## config.mk

```make
export PLATFORM = sky130hd
export DESIGN_NAME = ea_gen
export DESIGN_NICKNAME = d
export VERILOG_FILES = /design/src/rtl/ea_gen_pkg.sv /design/src/rtl/ea_ptr_addr.sv /design/src/rtl/ea_index_add.sv /design/src/rtl/ea_rel_target.sv /design/src/rtl/ea_gen.sv
export SDC_FILE = /design/constraint.sdc
export NUM_CORES = 1
export LEC_CHECK = 0
export ABC_AREA = 0
export CORE_ASPECT_RATIO = 0.5
export CORE_MARGIN = 2
export CORE_UTILIZATION = 55
export DETAILED_ROUTE_END_ITERATION = 10
export PLACE_DENSITY_LB_ADDON = 0.25
export SYNTH_ARGS = -nofsm -noshare
export SYNTH_HDL_FRONTEND = slang
export SYNTH_SLANG_ARGS = --single-unit
```

## constraint.sdc

```tcl
create_clock -name vclk -period 12
set_input_delay 2.4 -clock vclk [all_inputs]
set_output_delay 2.4 -clock vclk [all_outputs]
set_load 0.01 [all_outputs]
```

## src/rtl/ea_gen_pkg.sv

```systemverilog
package ea_gen_pkg;
  typedef enum logic [3:0] {
    AM_IMPL = 4'd0,
    AM_ACC  = 4'd1,
    AM_IMM  = 4'd2,
    AM_ZP   = 4'd3,
    AM_ZPX  = 4'd4,
    AM_ZPY  = 4'd5,
    AM_ABS  = 4'd6,
    AM_ABSX = 4'd7,
    AM_ABSY = 4'd8,
    AM_INDX = 4'd9,
    AM_INDY = 4'd10,
    AM_IND  = 4'd11,
    AM_REL  = 4'd12
  } am_mode_e;
endpackage

```

## src/rtl/ea_ptr_addr.sv

```systemverilog
module ea_ptr_addr
  import ea_gen_pkg::*;
#(
  parameter int unsigned DW = 8,
  localparam int unsigned AW = 2 * DW
) (
  input  am_mode_e        mode,
  input  logic [DW-1:0]   opnd_lo,
  input  logic [DW-1:0]   opnd_hi,
  input  logic [DW-1:0]   idx_x,
  output logic [AW-1:0]   lo_addr,
  output logic [AW-1:0]   hi_addr
);
  logic [DW-1:0] page;
  logic [DW-1:0] off;
  logic [DW-1:0] off_next;

  always_comb begin
    page = '0;
    off  = '0;
    case (mode)
      AM_INDX: off = opnd_lo + idx_x;
      AM_INDY: off = opnd_lo;
      AM_IND: begin
        page = opnd_hi;
        off  = opnd_lo;
      end
      default: ;
    endcase
  end

  // The offset wraps inside its page; the page byte never takes a carry.
  assign off_next = off + DW'(1);
  assign lo_addr  = {page, off};
  assign hi_addr  = {page, off_next};

  always_comb begin

    ptr_same_page_chk: assert (lo_addr[AW-1:DW] == hi_addr[AW-1:DW]);

    ptr_zero_page_chk: assert (!(mode == AM_INDX || mode == AM_INDY) || hi_addr[AW-1:DW] == '0);
  end
endmodule

```

## src/rtl/ea_index_add.sv

```systemverilog
module ea_index_add #(
  parameter int unsigned DW = 8,
  localparam int unsigned AW = 2 * DW
) (
  input  logic [AW-1:0] base,
  input  logic [DW-1:0] idx,
  output logic [AW-1:0] sum,
  output logic          crossed
);
  logic [DW:0]   low_sum;
  logic [DW-1:0] high_sum;

  assign low_sum  = {1'b0, base[DW-1:0]} + {1'b0, idx};
  assign high_sum = base[AW-1:DW] + DW'(low_sum[DW]);
  assign sum      = {high_sum, low_sum[DW-1:0]};
  assign crossed  = low_sum[DW];

  always_comb begin

    cross_page_chk: assert (crossed == (sum[AW-1:DW] != base[AW-1:DW]));
  end
endmodule

```

## src/rtl/ea_rel_target.sv

```systemverilog
module ea_rel_target #(
  parameter int unsigned DW = 8,
  localparam int unsigned AW = 2 * DW
) (
  input  logic [AW-1:0] pc,
  input  logic [DW-1:0] offset,
  output logic [AW-1:0] target
);
  logic [AW-1:0] next_pc;
  logic [AW-1:0] sext;

  assign next_pc = pc + AW'(2);
  assign sext    = {{DW{offset[DW-1]}}, offset};
  assign target  = next_pc + sext;
endmodule

```

## src/rtl/ea_gen.sv

```systemverilog
module ea_gen
  import ea_gen_pkg::*;
#(
  parameter int unsigned DW = 8,
  localparam int unsigned AW = 2 * DW
) (
  input  logic [3:0]    mode,
  input  logic [AW-1:0] pc,
  input  logic [DW-1:0] opnd_lo,
  input  logic [DW-1:0] opnd_hi,
  input  logic [DW-1:0] idx_x,
  input  logic [DW-1:0] idx_y,
  output logic [AW-1:0] ptr_lo_addr,
  output logic [AW-1:0] ptr_hi_addr,
  input  logic [DW-1:0] ptr_lo_data,
  input  logic [DW-1:0] ptr_hi_data,
  output logic [AW-1:0] ea,
  output logic          page_cross
);
  localparam int unsigned NADD = 2;

  am_mode_e      am;
  logic [AW-1:0] ptr_word;
  logic [AW-1:0] rel_ea;
  logic [DW-1:0] zp_off;
  logic [AW-1:0] add_base [NADD];
  logic [DW-1:0] add_idx  [NADD];
  logic [AW-1:0] add_sum  [NADD];
  logic          add_cross[NADD];

  assign am       = am_mode_e'(mode);
  assign ptr_word = {ptr_hi_data, ptr_lo_data};

  ea_ptr_addr #(.DW(DW)) u_ptr (
    .mode(am), .opnd_lo(opnd_lo), .opnd_hi(opnd_hi), .idx_x(idx_x),
    .lo_addr(ptr_lo_addr), .hi_addr(ptr_hi_addr)
  );

  ea_rel_target #(.DW(DW)) u_rel (
    .pc(pc), .offset(opnd_lo), .target(rel_ea)
  );

  // Adder 0 serves the absolute indexed modes; adder 1 the pointer plus Y.
  assign add_base[0] = {opnd_hi, opnd_lo};
  assign add_idx[0]  = (am == AM_ABSY) ? idx_y : idx_x;
  assign add_base[1] = ptr_word;
  assign add_idx[1]  = idx_y;

  for (genvar g = 0; g < NADD; g++) begin : g_add
    ea_index_add #(.DW(DW)) u_add (
      .base(add_base[g]), .idx(add_idx[g]),
      .sum(add_sum[g]), .crossed(add_cross[g])
    );
  end

  assign zp_off = opnd_lo + ((am == AM_ZPY) ? idx_y : idx_x);

  always_comb begin
    ea         = '0;
    page_cross = 1'b0;
    case (am)
      AM_IMM:  ea = pc + AW'(1);
      AM_ZP:   ea = {{DW{1'b0}}, opnd_lo};
      AM_ZPX,
      AM_ZPY:  ea = {{DW{1'b0}}, zp_off};
      AM_ABS:  ea = {opnd_hi, opnd_lo};
      AM_ABSX,
      AM_ABSY: begin
        ea         = add_sum[0];
        page_cross = add_cross[0];
      end
      AM_INDX,
      AM_IND:  ea = ptr_word;
      AM_INDY: begin
        ea         = add_sum[1];
        page_cross = add_cross[1];
      end
      AM_REL:  ea = rel_ea;
      default: ;
    endcase
  end

  always_comb begin

    cross_mode_chk: assert (!page_cross || am == AM_ABSX || am == AM_ABSY || am == AM_INDY);

    zp_result_chk: assert (!(am == AM_ZP || am == AM_ZPX || am == AM_ZPY) || ea[AW-1:DW] == '0);

    no_addr_chk: assert (!(am == AM_IMPL || am == AM_ACC) || (ea == '0 && !page_cross));
  end
endmodule

```

Word level (Yosys, flattened, before mapping) --
Cells that the tools add are included.
Storage, ports and cells: flip-flop bits (word level) 0, bits in latches 0, memory bits (writable) 0, ROM bits 0, input bits 68, output and inout port bits 49, memories kept 0
Operators by class: add/sub/neg operators 10, multipliers 0, div/mod/pow operators 0, $lt $le $gt $ge 0, eq/ne operators 11, shifts and indexed selects 0, muxes and demuxes 6, bitwise logic cells 0, reduce and logical (&&, ||, !) cells 4
Operators with widths (number):
- $pmux W16 S8 | 1
- $mux W8 | 3
- $eq A4 B4 Y1 const B | 5
- $add A8 B8 Y9 | 2
- $add A16 B1 Y16 const B | 1
- $add A16 B16 Y16 | 1
- $add A16 B2 Y16 const B | 1
- $add A8 B1 Y8 | 2
- $add A8 B8 Y8 | 2
- $eq A4 B3 Y1 const B | 4
- $pmux W8 S2 | 1
- $add A8 B1 Y8 const B | 1
- $eq A4 B2 Y1 const B | 2
- $reduce_or A2 Y1 | 4
- $pmux W1 S2 | 1

Logic depth before layout (Yosys ltp) --
Gate-level depths: netlist of the first run.
word-level depth 5, depth in mapped cells 19, mapped depth without buffers 17

Modules after synthesis --
A second synthesis of the first run with hierarchy kept.
Second synthesis, totals: cells, all modules 535, area total of the unflattened synthesis 4132.7 um^2
Modules (own cells, without submodules):
- ea_gen | instances 1, cells each 228, area an instance 1625.3 um^2, sequential area each 0.0 um^2
- ea_rel_target | instances 1, cells each 106, area an instance 913.4 um^2, sequential area each 0.0 um^2
- ea_index_add | instances 2, cells each 55, area an instance 449.2 um^2, sequential area each 0.0 um^2
- ea_ptr_addr | instances 1, cells each 91, area an instance 695.7 um^2, sequential area each 0.0 um^2

Worst setup path before layout of the first run --
Ideal clock, no wire load.
path type input to output, from input port mode[1], to output port ea[13], arrival 6017 ps, data required time 9600 ps, setup slack 3583 ps, cell stages on the path 19, buffers on the path 2, path through buf_6 nor4b_4 buf_6 mux2_2 ha_1 fa_1 a21o_1 a21oi_1 o21ai_0 and2_1 o21ai_0 nand2b_1 ha_1 and4_1 nand2_1 xnor2_1 a221oi_1 o311ai_1 a211o_1
On the way: cells in the longest elaborated chain, start to end 5
Ends and longest elaborated chain:
- from (decl) | RTL line ea_gen.sv:7 | input logic [3:0] mode,
- $eq A4 B4 Y1 | RTL line ea_gen.sv:45, ea_gen.sv:61
- $mux W8 | RTL line ea_gen.sv:45 | assign add_idx[0] = (am == AM_ABSY) ? idx_y : idx_x;
- $add A8 B8 Y9 | RTL line ea_index_add.sv:13 | assign low_sum = {1'b0, base[DW-1:0]} + {1'b0, idx};
- $add A8 B1 Y8 | RTL line ea_index_add.sv:14 | assign high_sum = base[AW-1:DW] + DW'(low_sum[DW]);
- $pmux W16 S8 (*) | RTL line ea_gen.sv:61 | case (am)
- to (decl) | RTL line ea_gen.sv:17 | output logic [AW-1:0] ea,
Every way passes the cells marked *; elsewhere a longest branch is shown, timed or not.

Worst setup path after layout of the first run --
Same ends and word-level chain as after synthesis.

==> flow_summary_export.csv, run 1 <==
group,metric,value,unit
run_status,status,"finished, final reports clean",
clocking,cts_resized,0,
routing,drtAntennaViolNets,0,
pwr,switching_share,0.516,
finish,final-seq-area,0,um2
grt,grt_pass1_vias,4183,
placement,place_ws,1770,ps
logic_synthesis,ys_warn_count,0,
pwr,power.density,45.4,nW/um2
timing,period_share,0.858,
finish,num-nets-final,757,
worst_setup_path,cp-start-kind,"input pin",
grt,grtUsageTotal,0.294,
hold_path,min_path_type,"input pin to output port",
logic_synthesis,yosysMostFrequentCell,"ha_1",
timing,relSlewSlack,0.334,
logic_synthesis,yosysUniqueCellTypes,76,
pwr,p_leak,0.00210,uW
timing,finalSetupViolCount,0,
worst_setup_path,worst-setup-path-type,"input pin to output port",
clocking,ctsHoldBuffers,0,
die,core_area,7240,um2
routing,remaining_drc_errors,0,
worst_setup_path,required,9600,ps
logic_synthesis,synth_area_leaders,"ha_1 20%, xnor2_1 6.0%, xor2_1 4.7%",
routing,post_drt_via_cell_ratio,6.39,
routing,wl_per_cell,17.6,um
grt,grt_busiest_layer,"met2",
finish,diodes,0,
pwr,power.internal,114,uW
worst_setup_path,worstPathMaxFanout,18,
die,start_util,0.562,
pwr,p_switching,121,uW
pwr,ir_drop,0.0187,mV
die,fp.dieW,126,um
grt,antenna_found_initial,0,
placement,hpwl,10500,um
die,die_y,64.8,um
logic_synthesis,netlist_area,4070,um2
routing,vias,4553,
pwr,pwr-share-seq,0,
timing,fin_crit,10300,ps
clocking,cts_setup_buffers,0,
logic_synthesis,syn-instance-count,530,
timing,worst_slack,1700,ps
worst_setup_path,end_kind,"output port",
grt,grt_max_degree,28,
grt,use_met1,0.380,
job,drv_cap,0,
logic_synthesis,syn_nets,668,
die,rows,22,
finish,final_core_util,0.714,
finish,area_growth_syn_to_layout,26.9,%
grt,grt_pass1_wl,19900,um
die,dieArea,8150,um2
pwr,pwr-share-clk,0,
placement,portBuffers,117,
timing,drv_slew,0,
finish,nClkBuffers,0,
timing,worstMarginPinSlew,1000,ps
grt,gr-total-overflow,0,
die,ioPinCount,117,
worst_setup_path,worstPathArrival,7900,ps
logic_synthesis,yosysTopAreaCell,"ha_1",
logic_synthesis,yosys-top-cells-count,"65 x ha_1, 37 x nor2_1, 32 x nand2_1, 30 x o21ai_0",
grt,use_met3,0.0347,
logic_synthesis,synth-seq-area-share,0,
timing,finalHoldViolCount,0,
grt,grt.met2_usage,0.527,
logic_synthesis,netlist.area_leader.share,0.200,
timing,max_freq,97.1,MHz
finish,seq_cells,0,
timing,setup_tns,0,ps
routing,drtIter0Drc,434,
routing,drt_wl_total,12600,um
placement,gp_congestion,0.937,
pwr,p_comb_frac,1.000,
routing,first_pass_iters,6,
timing,grt_setup_unrepaired,"no",
finish,final_layout_size_suffix_gt1_frac,0.0681,
logic_synthesis,syn_area_per_cell,7.68,um2
[power by group through the flow]
stage | clock network (uW) | registers (uW) | logic [uW]
2_1_floorplan | 0 | 0 | 146
3_3_place_gp | 0 | 0 | 224
3_5_place_dp | 0 | 0 | 230
4_1_cts | 0 | 0 | 231
5_1_grt | 0 | 0 | 255
6_report | 0 | 0 | 235
[worst max-delay path, cell delays in order]
cell and delay [ps]:
clkdlybuf4s50_1 770, nor4b_4 830, mux2_2 410, ha_1 210
fa_1 400, a21o_1 170, a21oi_1 210, o21ai_0 160
and2_1 200, o21ai_0 150, nand2b_1 140, ha_1 230
and4_1 250, nand2_1 90, xnor2_1 60, a221oi_1 300
o311ai_1 150, a211o_1 290, clkdlybuf4s50_1 470
[layer usage]
| metal | routed length [um] | share of wire |
|---|---|---|
| met4 | 280 | 0.022 |
| met3 | 1080 | 0.086 |
| met2 | 5680 | 0.45 |
| met5 | 0 | 0 |
| met1 | 5530 | 0.44 |
[layout make-up]
cell class / count / area (um2)
Fill cell: 629 / 2070
Inverter: 19 / 71.3
Multi-Input combinational cell: 481 / 3800
Tap cell: 96 / 120
Timing Repair Buffer: 117 / 1170
[layout by cell type (no fill, tap or decap), types with 6 or more instances in the layout]
cell             count
inv_1               19
nor3b_1              8
o22ai_1              6
o211ai_1             6
nand2b_1             7
mux2_2              17
xnor2_1             28
a221oi_1             7
clkdlybuf4s50_1    117
a222oi_1            11
o21ai_1              6
nor2b_1              6
nand2_1             32
a31oi_1              7
nor3_1               7
and3_1              14
ha_1                65
a21o_1              10
nand4_1              8
o21ai_0             30
nor2_1              37
xor2_1              22
o21a_1               7
a21oi_1             28
nand3_1             20
nand3b_1             7
mux2i_1              6
o21bai_1             7
[per-stage QoR]
stage	total power (uW)	area [um2]	instances	hold slack (ps)
after floorplan	146	4070	530	4910
after global placement	224	5170	713	5940
after detailed placement	230	5170	713	5920
after CTS	231	5170	713	5930
after global routing	255	5170	713	5950
final	235	5170	713	5930
[path summary, 6_finish.rpt]
kind | startpoint | endpoint | slack [ps] | cells after the start
max | mode[1] | ea[13] | 1700 | 19
min | opnd_hi[7] | ptr_lo_addr[15] | 5930 | 3
[cell families after synthesis]
group,synth area share
AND/OR/NAND/NOR,0.237
multiplexers,0.0618
AO/OA/AOI/OAI,0.302
XOR/XNOR,0.108
buffers and inverters,0.0679
adder cells (fa/ha/maj),0.224
(Power assumes the default switching activity.)
==> run 2: changes to the inputs <==
--- a/config.mk
+++ b/config.mk
@@ -7,7 +7,6 @@
 export LEC_CHECK = 0
 export ABC_AREA = 0
 export CORE_ASPECT_RATIO = 0.5
-export CORE_MARGIN = 2
 export CORE_UTILIZATION = 55
 export DETAILED_ROUTE_END_ITERATION = 10
 export PLACE_DENSITY_LB_ADDON = 0.25
==> constraint.sdc (replaced) <==
create_clock -name vclk -period 12
set_input_delay 2.4 -clock vclk [all_inputs]
set_output_delay 2.4 -clock vclk [all_outputs]
set_load 0.05 [all_outputs]
==> flow_summary_export.csv, run 2 (synthesized netlist as in run 1, its figures left out) <==
group,metric,value,unit
finish,diodes,0,
timing,worst_slack,1440,ps
pwr,pwr-share-clk,0,
routing,drtAntennaViolNets,0,
placement,gp_congestion,0.910,
finish,final-seq-area,0,um2
pwr,p_switching,157,uW
pwr,power.internal,113,uW
finish,final_layout_size_suffix_gt1_frac,0.0681,
pwr,pwr-share-seq,0,
grt,antenna_found_initial,0,
placement,place_ws,1500,ps
pwr,ir_drop,0.0284,mV
die,rows,21,
timing,worstMarginPinSlew,1010,ps
routing,vias,4549,
timing,grt_setup_unrepaired,"no",
die,fp.dieW,124,um
finish,layout.cells.most_common,"clkdlybuf4s50_1",
timing,max_freq,94.7,MHz
finish,fillers,565,
grt,grt_max_degree,28,
timing,drv_slew,0,
grt,gr-total-overflow,0,
routing,drt_wl_total,12400,um
grt,grtUsageTotal,0.310,
placement,hpwl,10200,um
job,drv_cap,0,
hold_path,min_path_type,"input pin to output port",
pwr,power.density,52.4,nW/um2
placement,portBuffers,117,
finish,seq_cells,0,
routing,drtIter0Drc,505,
die,core_area,6910,um2
pwr,p_leak,0.00210,uW
finish,nClkBuffers,0,
die,dieArea,7770,um2
routing,remaining_drc_errors,0,
die,die_y,62.8,um
worst_setup_path,required,9600,ps
worst_setup_path,worst-setup-path-type,"input pin to output port",
worst_setup_path,worstPathMaxFanout,18,
clocking,cts_setup_buffers,0,
finish,final_cell_mix,"117 x clkdlybuf4s50_1, 65 x ha_1, 37 x nor2_1, 32 x nand2_1, 30 x o21ai_0",
routing,post_drt_via_cell_ratio,6.42,
finish,num-nets-final,757,
finish,fin_area,5160,um2
timing,period_share,0.880,
grt,grt_pass1_wl,19600,um
worst_setup_path,end_kind,"output port",
finish,area_growth_syn_to_layout,26.8,%
clocking,ctsHoldBuffers,0,
timing,finalSetupViolCount,0,
routing,first_pass_iters,7,
pwr,switching_share,0.581,
timing,relSlewSlack,0.326,
grt,grt_pass1_vias,4140,
routing,wl_per_cell,17.5,um
worst_setup_path,worstPathArrival,8160,ps
timing,setup_tns,0,ps
clocking,cts_resized,0,
run_status,status,"finished, final reports clean",
worst_setup_path,cp-start-kind,"input pin",
placement,dpl_cell_area,5160,um2
die,start_util,0.589,
pwr,p_comb_frac,1.000,
die,ioPinCount,117,
timing,finalHoldViolCount,0,
timing,fin_crit,10560,ps
[run 2: worst paths after layout]
check | start | end | depth (start not counted)
hold / removal | opnd_hi[7] | ptr_hi_addr[15] | 3
setup / recovery | mode[1] | ea[13] | 19
[run 2: power by group through the flow]
| stage | Clock [uW] | Combinational (uW) | Sequential, uW |
|---|---|---|---|
| 3_3_place_gp | 0 | 260 | 0 |
| 2_1_floorplan | 0 | 183 | 0 |
| 4_1_cts | 0 | 267 | 0 |
| 3_5_place_dp | 0 | 265 | 0 |
| 6_report | 0 | 271 | 0 |
| 5_1_grt | 0 | 290 | 0 |
[run 2: final cells by class]
class / count / area (um2) / area share
tap: 92 / 115 / 0.0223
multi-input combinational: 481 / 3800 / 0.737
timing repair buffer: 117 / 1170 / 0.227
inverter: 19 / 71.3 / 0.0138
[run 2: routing by layer]
metal | vias to the layer above | share of wire | routed length, um | track usage
li1 | 2203 | - | - | -
met1 | 2137 | 0.45 | 5570 | 0.415
met2 | 199 | 0.46 | 5750 | 0.549
met3 | 10 | 0.078 | 962 | 0.0155
met4 | 0 | 0.0077 | 95 | 0.0557
met5 | - | 0 | 0 | 0
[run 2: critical path, stage by stage]
cell and delay (ps):
clkdlybuf4s50_1 800, nor4b_4 840, mux2_2 410, ha_1 210, fa_1 420, a21o_1 190
a21oi_1 230, o21ai_0 170, and2_1 200, o21ai_0 140, nand2b_1 120, ha_1 230
and4_1 250, nand2_1 90, xnor2_1 60, a221oi_1 270, o311ai_1 140, a211o_1 280
clkdlybuf4s50_1 700
[run 2: stage by stage]
step	util	hold WS, ps	cells	total power (uW)
6_report	0.747	6170	709	271
4_1_cts	0.747	6160	709	267
3_5_place_dp	0.747	6150	709	265
2_1_floorplan	-	5010	530	183
5_1_grt	0.747	6200	709	290
3_3_place_gp	0.747	6170	709	260
